<file path="src/rtl/pgx_pkg.sv">
package pgx_pkg;
  localparam int ADDR_W   = 32;
  localparam int OFF_W    = 12;
  localparam int VPN_W    = ADDR_W - OFF_W;
  localparam int FRAME_W  = 20;
  localparam int RSV_W    = 32 - 6 - FRAME_W;
  localparam int ENT_LG   = 2;           // log2 of entry size in bytes
  localparam int LEN_W    = VPN_W + 1;

  typedef enum logic [1:0] {
    ACC_READ  = 2'd0,
    ACC_WRITE = 2'd1,
    ACC_EXEC  = 2'd2,
    ACC_RSVD  = 2'd3
  } acc_e;

  typedef enum logic [1:0] {
    FLT_NONE   = 2'd0,
    FLT_RANGE  = 2'd1,
    FLT_ABSENT = 2'd2,
    FLT_PROT   = 2'd3
  } flt_e;

  // In-memory entry layout
  typedef struct packed {
    logic               v;
    logic               r;
    logic               m;
    logic               pr;
    logic               pw;
    logic               px;
    logic [RSV_W-1:0]   rsv;
    logic [FRAME_W-1:0] frame;
  } pte_t;

  // Cached payload of one translation slot
  typedef struct packed {
    logic               pr;
    logic               pw;
    logic               px;
    logic               r;
    logic               m;
    logic [RSV_W-1:0]   rsv;
    logic [FRAME_W-1:0] frame;
  } slot_t;

  function automatic logic [ADDR_W-1:0] entry_addr(input logic [ADDR_W-1:0] base,
                                                   input logic [VPN_W-1:0]  vpn);
    return base + (ADDR_W'(vpn) << ENT_LG);
  endfunction

  function automatic logic [ADDR_W-1:0] phys_of(input logic [FRAME_W-1:0] frame,
                                                input logic [OFF_W-1:0]   off);
    return {frame, off};
  endfunction

  function automatic logic [31:0] pte_from_slot(input slot_t s);
    pte_t p;
    p.v     = 1'b1;
    p.r     = s.r;
    p.m     = s.m;
    p.pr    = s.pr;
    p.pw    = s.pw;
    p.px    = s.px;
    p.rsv   = s.rsv;
    p.frame = s.frame;
    return p;
  endfunction

  function automatic logic in_bounds(input logic [VPN_W-1:0] vpn,
                                     input logic [LEN_W-1:0] len);
    return {1'b0, vpn} < len;
  endfunction
endpackage

</file>
<file path="src/rtl/pgx_access_judge.sv">
module pgx_access_judge
  import pgx_pkg::*;
(
  input  logic [1:0] kind,
  input  logic       pr,
  input  logic       pw,
  input  logic       px,
  input  logic       r_in,
  input  logic       m_in,
  output logic       ok,
  output logic       r_out,
  output logic       m_out,
  output logic       need_wb
);
  always_comb begin
    unique case (acc_e'(kind))
      ACC_READ:  ok = pr;
      ACC_WRITE: ok = pw;
      ACC_EXEC:  ok = px;
      default:   ok = 1'b0;
    endcase
    r_out   = r_in | ok;
    m_out   = m_in | (ok && (acc_e'(kind) == ACC_WRITE));
    need_wb = ok && ((r_out != r_in) || (m_out != m_in));
  end
endmodule

</file>
<file path="src/rtl/pgx_rr_victim.sv">
module pgx_rr_victim #(
  parameter int ENTRIES = 8,
  localparam int IDX_W = (ENTRIES > 1) ? $clog2(ENTRIES) : 1
) (
  input  logic             clk,
  input  logic             rst_n,
  input  logic             clear,
  input  logic             advance,
  output logic [IDX_W-1:0] idx
);
  always_ff @(posedge clk or negedge rst_n) begin
    if (!rst_n)
      idx <= '0;
    else if (clear)
      idx <= '0;
    else if (advance)
      idx <= (idx == IDX_W'(ENTRIES - 1)) ? '0 : idx + 1'b1;
  end
endmodule

</file>
<file path="src/rtl/pgx_tlb_store.sv">
module pgx_tlb_store
  import pgx_pkg::*;
#(
  parameter int ENTRIES = 8,
  localparam int IDX_W = (ENTRIES > 1) ? $clog2(ENTRIES) : 1
) (
  input  logic               clk,
  input  logic               rst_n,
  input  logic               flush,
  input  logic [VPN_W-1:0]   key,
  input  logic               fill_en,
  input  logic [IDX_W-1:0]   fill_idx,
  input  slot_t              fill_slot,
  input  logic               upd_en,
  input  logic [IDX_W-1:0]   upd_idx,
  input  logic               upd_r,
  input  logic               upd_m,
  output logic [ENTRIES-1:0] hit_vec,
  output logic [IDX_W-1:0]   hit_idx,
  output slot_t              hit_slot,
  output logic [ENTRIES-1:0] valid_vec
);
  slot_t slots [ENTRIES];

  for (genvar g = 0; g < ENTRIES; g++) begin : g_slot
    logic             vld;
    logic [VPN_W-1:0] tag;
    slot_t            pay;

    always_ff @(posedge clk or negedge rst_n) begin
      if (!rst_n) begin
        vld <= 1'b0;
        tag <= '0;
        pay <= '0;
      end else if (flush) begin
        vld <= 1'b0;
      end else if (fill_en && (fill_idx == IDX_W'(g))) begin
        vld <= 1'b1;
        tag <= key;
        pay <= fill_slot;
      end else if (upd_en && (upd_idx == IDX_W'(g))) begin
        pay.r <= upd_r;
        pay.m <= upd_m;
      end
    end

    assign hit_vec[g]   = vld && (tag == key);
    assign valid_vec[g] = vld;
    assign slots[g]     = pay;
  end

  always_comb begin
    hit_idx  = '0;
    hit_slot = '0;
    for (int i = 0; i < ENTRIES; i++) begin
      if (hit_vec[i]) begin
        hit_idx  = hit_idx | IDX_W'(i);
        hit_slot = slot_t'(hit_slot | slots[i]);
      end
    end
  end
endmodule

</file>
<file path="src/rtl/pgx_translator.sv">
module pgx_translator
  import pgx_pkg::*;
#(
  parameter int ENTRIES = 8,
  localparam int IDX_W = (ENTRIES > 1) ? $clog2(ENTRIES) : 1
) (
  input  logic              clk,
  input  logic              rst_n,
  input  logic              flush,
  input  logic [ADDR_W-1:0] tbl_base,
  input  logic [LEN_W-1:0]  tbl_len,
  input  logic              req_valid,
  output logic              req_ready,
  input  logic [ADDR_W-1:0] req_vaddr,
  input  logic [1:0]        req_kind,
  output logic              rsp_valid,
  output logic [ADDR_W-1:0] rsp_paddr,
  output logic [1:0]        rsp_fcode,
  output logic              rd_req,
  output logic [ADDR_W-1:0] rd_addr,
  input  logic              rd_ready,
  input  logic [31:0]       rd_rdata,
  output logic              wr_req,
  output logic [ADDR_W-1:0] wr_addr,
  output logic [31:0]       wr_data
);
  typedef enum logic [1:0] {S_IDLE, S_CHECK, S_WALK} st_e;

  st_e               st;
  logic [ADDR_W-1:0] q_va;
  logic [1:0]        q_kind;
  logic [VPN_W-1:0]  q_vpn;
  logic [OFF_W-1:0]  q_off;

  assign q_vpn = q_va[ADDR_W-1:OFF_W];
  assign q_off = q_va[OFF_W-1:0];

  // Cache store and replacement
  logic [ENTRIES-1:0] hit_vec;
  logic [ENTRIES-1:0] valid_vec;
  logic [IDX_W-1:0]   hit_idx;
  logic [IDX_W-1:0]   victim_idx;
  slot_t              hit_slot;
  slot_t              walk_slot;
  slot_t              judge_slot;
  slot_t              next_slot;
  pte_t               fetched;

  // Named events
  logic in_range;
  logic ev_bounds;
  logic ev_hit;
  logic ev_miss;
  logic walk_done;
  logic ev_absent;
  logic ev_fill;
  logic ev_deny;
  logic ev_wb;
  logic ev_rsp;

  logic ok, r_new, m_new, need_wb;

  assign fetched   = pte_t'(rd_rdata);
  assign in_range  = in_bounds(q_vpn, tbl_len);
  assign ev_bounds = (st == S_CHECK) && !in_range;
  assign ev_hit    = (st == S_CHECK) && in_range && (|hit_vec);
  assign ev_miss   = (st == S_CHECK) && in_range && !(|hit_vec);
  assign walk_done = (st == S_WALK) && rd_ready;
  assign ev_absent = walk_done && !fetched.v;
  assign ev_fill   = walk_done && fetched.v;

  always_comb begin
    walk_slot.pr    = fetched.pr;
    walk_slot.pw    = fetched.pw;
    walk_slot.px    = fetched.px;
    walk_slot.r     = fetched.r;
    walk_slot.m     = fetched.m;
    walk_slot.rsv   = fetched.rsv;
    walk_slot.frame = fetched.frame;
  end

  assign judge_slot = (st == S_WALK) ? walk_slot : hit_slot;

  pgx_access_judge u_judge (
    .kind    (q_kind),
    .pr      (judge_slot.pr),
    .pw      (judge_slot.pw),
    .px      (judge_slot.px),
    .r_in    (judge_slot.r),
    .m_in    (judge_slot.m),
    .ok      (ok),
    .r_out   (r_new),
    .m_out   (m_new),
    .need_wb (need_wb)
  );

  always_comb begin
    next_slot   = judge_slot;
    next_slot.r = r_new;
    next_slot.m = m_new;
  end

  assign ev_deny = (ev_hit || ev_fill) && !ok;
  assign ev_wb   = (ev_hit || ev_fill) && need_wb;
  assign ev_rsp  = ev_bounds || ev_hit || walk_done;

  pgx_tlb_store #(.ENTRIES(ENTRIES)) u_store (
    .clk       (clk),
    .rst_n     (rst_n),
    .flush     (flush),
    .key       (q_vpn),
    .fill_en   (ev_fill),
    .fill_idx  (victim_idx),
    .fill_slot (next_slot),
    .upd_en    (ev_hit && need_wb),
    .upd_idx   (hit_idx),
    .upd_r     (r_new),
    .upd_m     (m_new),
    .hit_vec   (hit_vec),
    .hit_idx   (hit_idx),
    .hit_slot  (hit_slot),
    .valid_vec (valid_vec)
  );

  pgx_rr_victim #(.ENTRIES(ENTRIES)) u_victim (
    .clk     (clk),
    .rst_n   (rst_n),
    .clear   (flush),
    .advance (ev_fill),
    .idx     (victim_idx)
  );

  // Handshake and table read port
  assign req_ready = (st == S_IDLE);
  assign rd_req    = (st == S_WALK);
  assign rd_addr   = entry_addr(tbl_base, q_vpn);

  always_ff @(posedge clk or negedge rst_n) begin
    if (!rst_n) begin
      st     <= S_IDLE;
      q_va   <= '0;
      q_kind <= '0;
    end else begin
      unique case (st)
        S_IDLE: if (req_valid) begin
          st     <= S_CHECK;
          q_va   <= req_vaddr;
          q_kind <= req_kind;
        end
        S_CHECK: st <= ev_miss ? S_WALK : S_IDLE;
        S_WALK:  if (rd_ready) st <= S_IDLE;
        default: st <= S_IDLE;
      endcase
    end
  end

  // Registered response and write-back
  always_ff @(posedge clk or negedge rst_n) begin
    if (!rst_n) begin
      rsp_valid <= 1'b0;
      rsp_paddr <= '0;
      rsp_fcode <= FLT_NONE;
      wr_req    <= 1'b0;
      wr_addr   <= '0;
      wr_data   <= '0;
    end else begin
      rsp_valid <= ev_rsp;
      wr_req    <= ev_wb;
      if (ev_rsp) begin
        if (ev_bounds) begin
          rsp_fcode <= FLT_RANGE;
          rsp_paddr <= '0;
        end else if (ev_absent) begin
          rsp_fcode <= FLT_ABSENT;
          rsp_paddr <= '0;
        end else if (ev_deny) begin
          rsp_fcode <= FLT_PROT;
          rsp_paddr <= '0;
        end else begin
          rsp_fcode <= FLT_NONE;
          rsp_paddr <= phys_of(judge_slot.frame, q_off);
        end
      end
      if (ev_wb) begin
        wr_addr <= entry_addr(tbl_base, q_vpn);
        wr_data <= pte_from_slot(next_slot);
      end
    end
  end
endmodule

</file>
<file path="config.mk">
export PLATFORM = sky130hd
export DESIGN_NAME = pgx_translator
export DESIGN_NICKNAME = d
export VERILOG_FILES = /design/src/rtl/pgx_pkg.sv /design/src/rtl/pgx_access_judge.sv /design/src/rtl/pgx_rr_victim.sv /design/src/rtl/pgx_tlb_store.sv /design/src/rtl/pgx_translator.sv
export SDC_FILE = /design/constraint.sdc
export NUM_CORES = 1
export LEC_CHECK = 0
export BUFFER_PORTS_ARGS = -buffer_cell sky130_fd_sc_hd__buf_2
export CAP_MARGIN = 20
export CORE_MARGIN = 3
export CORE_UTILIZATION = 54
export DETAILED_ROUTE_END_ITERATION = 8
export PLACE_DENSITY = 0.77
export SYNTH_ARGS = -nofsm -noshare
export SYNTH_HDL_FRONTEND = slang
export SYNTH_SLANG_ARGS = --single-unit
</file>
<file path="constraint.sdc">
create_clock -name clk -period 3.49 [get_ports clk]
set_input_delay 0.5235 -clock clk [delete_from_list [all_inputs] [get_ports clk]]
set_output_delay 0.5235 -clock clk [all_outputs]
set_load 0.02 [all_outputs]
</file>
==> flow_summary.json, run 1 <==
{
  "grt_setup_unrepaired": "yes",
  "place_area_mm2": 0.0300,
  "max_freq_mhz": 236,
  "numPortBuffers": 257,
  "async_reset_ff_frac": 1.00,
  "hold_class": "in -> reg",
  "swShare": 0.372,
  "worstMarginPinSlew_ns": 1.04,
  "syn-num-nets": 2936,
  "worstSetupPathType": "reg -> out",
  "slew-limit-headroom": 0.305,
  "fin_setup_tns_ns": -52.96,
  "clk_latency_ns": 0.64,
  "wl_per_cell_um": 21.4,
  "yosys_warnings": 0,
  "drtIter0Drc": 2263,
  "ys_seq_area_frac": 0.526,
  "cts_buffers": 57,
  "power.internal_uw": 15500,
  "maxCapViolCount": 0,
  "cts_buffer_depth": 3,
  "worstHoldEndpoint": "q_va[12]$_DFFE_PN0P_",
  "clock_sinks": 555,
  "final_common_cell": "nand2_1",
  "crit_path_end_kind": "output pin",
  "slew_violations": 0,
  "clockPowerShare": 0.262,
  "ir_drop_mv": 0.550,
  "p_leak_uw": 0.0168,
  "fin_ws_ns": -0.750,
  "grt_usage": 0.315,
  "pwr-share-comb": 0.419,
  "r2r_slack_ns": -0.64,
  "final_cell_mix": "nand2_1 (781), dfrtp_1 (548), buf_4 (262)",
  "power.density_mw_per_mm2": 729,
  "r2r_start": "q_va[12]$_DFFE_PN0P_",
  "fin_util": 0.703,
  "drcViolationCount": 0,
  "grt_start_max_net_pins": 96,
  "fill_cells": 3505,
  "grt_first_pass_wirelength_um": 127000,
  "hold_viol": 0,
  "wirelength_um": 83100,
  "place.gp.congestion": 0.973,
  "grt_pass1_vias": 23100,
  "ff2ff_path_depth": 16,
  "drive_above_1_share": 0.281,
  "worstHoldStart": "req_vaddr[12]",
  "total_power_uw": 24600,
  "avgSynthCellArea_um2": 9.55,
  "initial_core_util": 0.550,
  "pin_count": 258,
  "core-area_mm2": 0.0480,
  "cts_tree": "built",
  "nets": 3388,
  "status": "finished, violations left",
  "die_w_um": 227,
  "dr.pass1.iters": 5,
  "rows": 80,
  "ant_nets": 0,
  "required_ns": 2.97,
  "r2r_end": "wr_addr[19]$_DFFE_PN0P_",
  "vias": 22900,
  "ys.flop_type": "dfrtp_1",
  "dp_slack_ns": -0.476,
  "netlist_area_mm2": 0.0264,
  "setup_violations": 134,
  "finalClockSkew_ns": 0.0279,
  "synth_cells": 2766,
  "die-area_mm2": 0.0516,
  "cts.reportedPaths.clkPinSlew_ns": 0.07,
  "antenna_found_initial": 4,
  "grt-ovfl-total": 0,
  "violations": "setup timing",
  "clk_root_buffer_cell": "clkbuf_16",
  "post-route-min-period_ns": 4.24,
  "h-tree-depth": 2,
  "power.switching_uw": 9160,
  "worstPathArrival_ns": 3.72,
  "setup.worst_path.start_class": "flop",
  "post_synth_num_cell_types": 79,
  "final_cell_area_mm2": 0.0338,
  "synth_edf_count": 0,
  "worstPathMaxFanout": 3,
  "seqPwrFrac": 0.318,
  "die_height_um": 227,
  "syn_to_final_growth_pct": 28.0,
  "hold_depth": 3,
  "vias_per_cell": 5.90,
  "ys_ff_latch": 555,
  "hpwl_um": 54300,
  "fin_crit_sh": 1.21
}
## cells by family after synthesis
logic type                 share of synthesized area
xor gates and xnor gates                      0.0594
and+or+nand+nor                                0.181
DFF                                            0.526
buffers and inverters                         0.0403
AOI/OAI and AO/OA                              0.127
adders and majority gates                     0.0221
muxes                                         0.0447
## sequential cells by signal (all words and copies together) (netlist names)
name and flops:
u_store.g_slot.pay 248, wr_req 1, q_va 32, st 2, u_store.g_slot.vld 8, u_store.g_slot.tag 160, rsp_valid 1, q_kind 2
u_victim.idx 3, rsp_fcode 2, wr_addr 32, rsp_paddr 32, wr_data 32
## power by group through the flow
stage / registers, uW / logic (uW) / clock network [uW]
2_1_floorplan: 8070 / 4690 / 0
3_3_place_gp: 7920 / 8540 / 0
3_5_place_dp: 7960 / 8710 / 0
4_1_cts: 7840 / 9600 / 6530
5_1_grt: 7920 / 11000 / 6810
6_report: 7840 / 10300 / 6460
## worst max-delay path by stage
| stage | start | end | slack, ns |
|---|---|---|---|
| floorplan | tbl_base[2] | rd_addr[24] | -0.04 |
| global placement | tbl_base[4] | rd_addr[23] | -0.41 |
| detailed placement | tbl_base[4] | rd_addr[23] | -0.48 |
| CTS | q_va[12]$_DFFE_PN0P_ | rd_addr[30] | -0.64 |
| global route | q_va[12]$_DFFE_PN0P_ | rd_addr[28] | -0.87 |
| finish | q_va[12]$_DFFE_PN0P_ | rd_addr[28] | -0.75 |
## Yosys cell counts (8+ instances only)
master | n | area [um^2]
o21ai_1 | 27 | 135
nor2b_1 | 9 | 56.3
xnor2_1 | 124 | 1090
mux2_2 | 51 | 574
nor4_1 | 16 | 100
a21oi_1 | 31 | 155
clkbuf_1 | 154 | 578
and2_1 | 13 | 81.3
or4_1 | 12 | 90.1
inv_1 | 75 | 282
a22o_1 | 68 | 596
nand3_1 | 63 | 315
mux2i_1 | 29 | 290
o21ai_0 | 272 | 1360
ha_1 | 45 | 563
nor2_1 | 54 | 203
mux2_4 | 21 | 315
nor3_1 | 14 | 70.1
o31ai_1 | 8 | 60.1
buf_2 | 17 | 85.1
xor2_1 | 55 | 482
nand2b_1 | 14 | 87.6
dfrtp_1 | 555 | 13900
and3_1 | 17 | 106
a221oi_1 | 53 | 464
nand2_1 | 788 | 2960
nand4_1 | 52 | 325
## critical path: stages (launching register included)
cell      delay [ns]
dfrtp_1         0.43
ha_4            0.19
inv_2           0.05
fa_2            0.21
nor2b_2         0.05
o31a_1          0.26
o31a_1          0.28
o211ai_1        0.33
a21oi_2         0.11
o21ai_2         0.23
o21ai_2         0.13
buf_4           0.16
or4_4           0.43
nand3_4         0.08
buf_6           0.13
## cell type report
type,instances,area [um^2],area share
Inverter,76,285,0.00844
Antenna cell,4,10.0,0.000296
Clock inverter,25,327,0.00966
Tap cell,615,769,0.0228
Multi-Input combinational cell,1950,12400,0.366
Timing Repair Buffer,578,4460,0.132
Sequential cell,555,13900,0.411
Clock buffer,81,1680,0.0496
## per-layer routing
layer / global-route usage / part of all wire / vias up
met4: 0.151 / 0.044 / 0
met5: 0 / 0 / -
met1: 0.407 / 0.40 / 11400
met3: 0.0544 / 0.073 / 247
met2: 0.522 / 0.48 / 985
li1: - / - / 10300
## through the flow
stage | hold WS [ns] | std cells
after floorplan | 0.228 | 2766
after global placement | 0.444 | 3717
after detailed placement | 0.450 | 3717
after CTS | 0.0858 | 3862
after global routing | 0.101 | 3884
final | 0.0939 | 3884
## timing repair
item,4_1_cts,5_1_grt
cloned,5,3
pin swaps,42,47
endpoints found under the hold margin,11,0
hold buffers,1,0
setup buffers,33,17
gates resized for setup,152,151
setup endpoints to repair,159,312
No activity file was read; power rests on OpenSTA's default activity.
==> inputs of run 2 (changes only) <==
- CORE_UTILIZATION: 54 -> 55
- CTS_BUF_LIST: not set -> sky130_fd_sc_hd__clkbuf_8
- PLACE_DENSITY: 0.77 -> 0.78
- SETUP_SLACK_MARGIN: not set -> 0.05
==> run 2 against run 1 <==
- the flow still finishes with violations (setup timing)
- maximum frequency rose by 2.7%
- combinational power rose by 6%
- clock skew increased by 0.018 ns
- largest power group unchanged
- setup slack gained 0.11 ns
- non-clock buffer count increased by 9
- global-route usage up 1.1 points
- sequential share of layout area is 0.50 points lower
- wire length up 3.6%
- final cell count is 1.6% higher
- sequential power about the same
- die area fell by 1.8%
==> flow_summary.json, run 2 (synthesis results as in run 1) <==
{
  "core-area_mm2": 0.0470,
  "pin_count": 258,
  "finalClockSkew_ns": 0.0457,
  "worstHoldEndpoint": "q_va[15]$_DFFE_PN0P_",
  "cts_buffer_depth": 3,
  "swShare": 0.383,
  "post-route-min-period_ns": 4.13,
  "worstPathCellList": "ha_4 > inv_2 > fa_2 > nor2b_2 > o31a_1 > o31a_1 > o211ai_1 > a21oi_2 > o21ai_2 > o21ai_2 > or4b_4 > nand4_1 > buf_4",
  "cts.reportedPaths.clkPinSlew_ns": 0.06,
  "cp_top_family": "compound AO/OA/AOI/OAI gates",
  "place.gp.congestion": 0.980,
  "wl_per_cell_um": 21.8,
  "fin_ws_ns": -0.637,
  "initial_core_util": 0.563,
  "max_freq_mhz": 242,
  "die_height_um": 225,
  "dr.pass1.iters": 6,
  "slew_violations": 0,
  "final_common_cell": "nand2_1",
  "drtIter0Drc": 2829,
  "ant_nets": 0,
  "vias": 23900,
  "crit_path_max_incr_delay_ns": 0.49,
  "cp_slowest_cell": "or4b_4",
  "cts_tree": "built",
  "fin_setup_tns_ns": -56.14,
  "grt_start_max_net_pins": 103,
  "path_buf_inv": 2,
  "hold_viol": 0,
  "fill_cells": 3170,
  "rows": 79,
  "grt_pass1_vias": 24000,
  "r2r_end": "u_store.g_slot[1].pay[26]$_DFFE_PN0P_",
  "die-area_mm2": 0.0507,
  "slew-limit-headroom": 0.311,
  "worstMarginPinSlew_ns": 1.03,
  "worstPathMaxFanout": 3,
  "power.density_mw_per_mm2": 722,
  "total_power_uw": 24700,
  "drcViolationCount": 0,
  "r2r_slack_ns": -0.56,
  "worstPathArrival_ns": 3.60,
  "wirelength_um": 86100,
  "p_leak_uw": 0.0171,
  "reg_top3": "u_store.g_slot.pay: 248 flops, u_store.g_slot.tag: 160 flops",
  "die_w_um": 225,
  "hold_class": "in -> reg",
  "largest_register_ffs": 248,
  "setup.worst_path.start_class": "flop",
  "power.internal_uw": 15200,
  "worstSetupPathType": "reg -> out",
  "antenna_found_initial": 1,
  "cts_buffers": 92,
  "vias_per_cell": 6.05,
  "ir_drop_mv": 0.468,
  "hold_depth": 2,
  "clk_root_buffer_cell": "clkbuf_8",
  "seqPwrFrac": 0.318,
  "crit_path_end_kind": "output pin",
  "maxCapViolCount": 0,
  "power.switching_uw": 9450,
  "place_area_mm2": 0.0298,
  "violations": "setup timing",
  "nets": 3438,
  "syn_to_final_growth_pct": 29.5,
  "clock_sinks": 555,
  "grt_first_pass_wirelength_um": 130000,
  "final_cell_mix": "nand2_1 (781), dfrtp_1 (548), buf_4 (263)",
  "r2r_start": "q_va[12]$_DFFE_PN0P_",
  "grt_setup_unrepaired": "yes",
  "worstHoldStart": "req_vaddr[15]",
  "clockPowerShare": 0.241,
  "clk_latency_ns": 0.71,
  "fin_crit_sh": 1.18,
  "largest_register": "u_store.g_slot.pay",
  "final_cell_area_mm2": 0.0342,
  "grt-ovfl-total": 0,
  "drive_above_1_share": 0.301,
  "required_ns": 2.97,
  "ff2ff_path_depth": 15,
  "status": "finished, violations left",
  "hpwl_um": 54500,
  "grt_usage": 0.326,
  "setup_violations": 133,
  "dp_slack_ns": -0.396,
  "numPortBuffers": 257,
  "pwr-share-comb": 0.441,
  "h-tree-depth": 3
}
[run 2: cell types whose count changed in the layout (fill, tap and decap cells not counted), sizes merged]
cell and change:
clkbuf +39, a21o +1, o21ai +3, clkinvlp -2
clkinv -9, bufbuf -1, bufinv -3, diode -2
nor2 +1, o22a +1, inv +35, buf +9
[run 2: cell type report]
| cell class | count | area (um^2) | area share |
|---|---|---|---|
| diodes | 2 | 5.00 | 0.000146 |
| clock buffers | 119 | 1640 | 0.0479 |
| clock inverters | 46 | 295 | 0.00863 |
| inverters | 76 | 285 | 0.00834 |
| multi-input cells | 1956 | 12800 | 0.373 |
| flip-flops and latches | 555 | 13900 | 0.406 |
| well taps | 607 | 759 | 0.0222 |
| repair buffers | 587 | 4580 | 0.134 |
[run 2: routing by layer]
layer,part of all wire,vias up,wire length (um),global-route usage
met1,0.39,11800,33900,0.430
li1,-,10400,-,-
met3,0.087,310,7480,0.0685
met2,0.47,1324,40700,0.524
met4,0.046,0,3950,0.150
met5,0,-,0,0
[run 2: per-stage QoR]
step,std cells,hold slack (ns),util
6_report,3948,0.0578,0.729
5_1_grt,3947,0.0265,0.729
4_1_cts,3915,0.0189,0.705
3_5_place_dp,3688,0.457,0.636
3_3_place_gp,3688,0.446,0.636
2_1_floorplan,2766,0.228,-
[run 2: power by group through the flow]
stage / Sequential, uW / Clock [uW] / Combinational [uW]
global route: 7930 / 6330 / 11500
floorplan: 8070 / 0 / 4700
global placement: 7920 / 0 / 8450
CTS: 7830 / 6030 / 9780
detailed placement: 7950 / 0 / 8640
finish: 7860 / 5960 / 10900
[run 2: timing repair]
action	in CTS	in global routing
setup endpoints to repair	330	363
cloned	5	10
setup buffers	56	34
gates resized for setup	188	231
hold buffers	1	0
pin swaps	45	63
hold endpoints to repair	52	0
[run 2: worst max-delay path by stage]
stage,startpoint,endpoint,slack (ns),depth (start not counted)
after floorplan,q_va[29]$_DFFE_PN0P_,wr_addr[10]$_DFFE_PN0P_,0.03,13
after global placement,q_va[18]$_DFFE_PN0P_,wr_addr[9]$_DFFE_PN0P_,-0.29,13
after detailed placement,q_va[18]$_DFFE_PN0P_,wr_addr[8]$_DFFE_PN0P_,-0.40,13
after CTS,q_va[12]$_DFFE_PN0P_,rd_addr[28],-0.70,14
after global routing,q_va[12]$_DFFE_PN0P_,rd_addr[24],-0.81,13
final,q_va[12]$_DFFE_PN0P_,rd_addr[24],-0.64,13
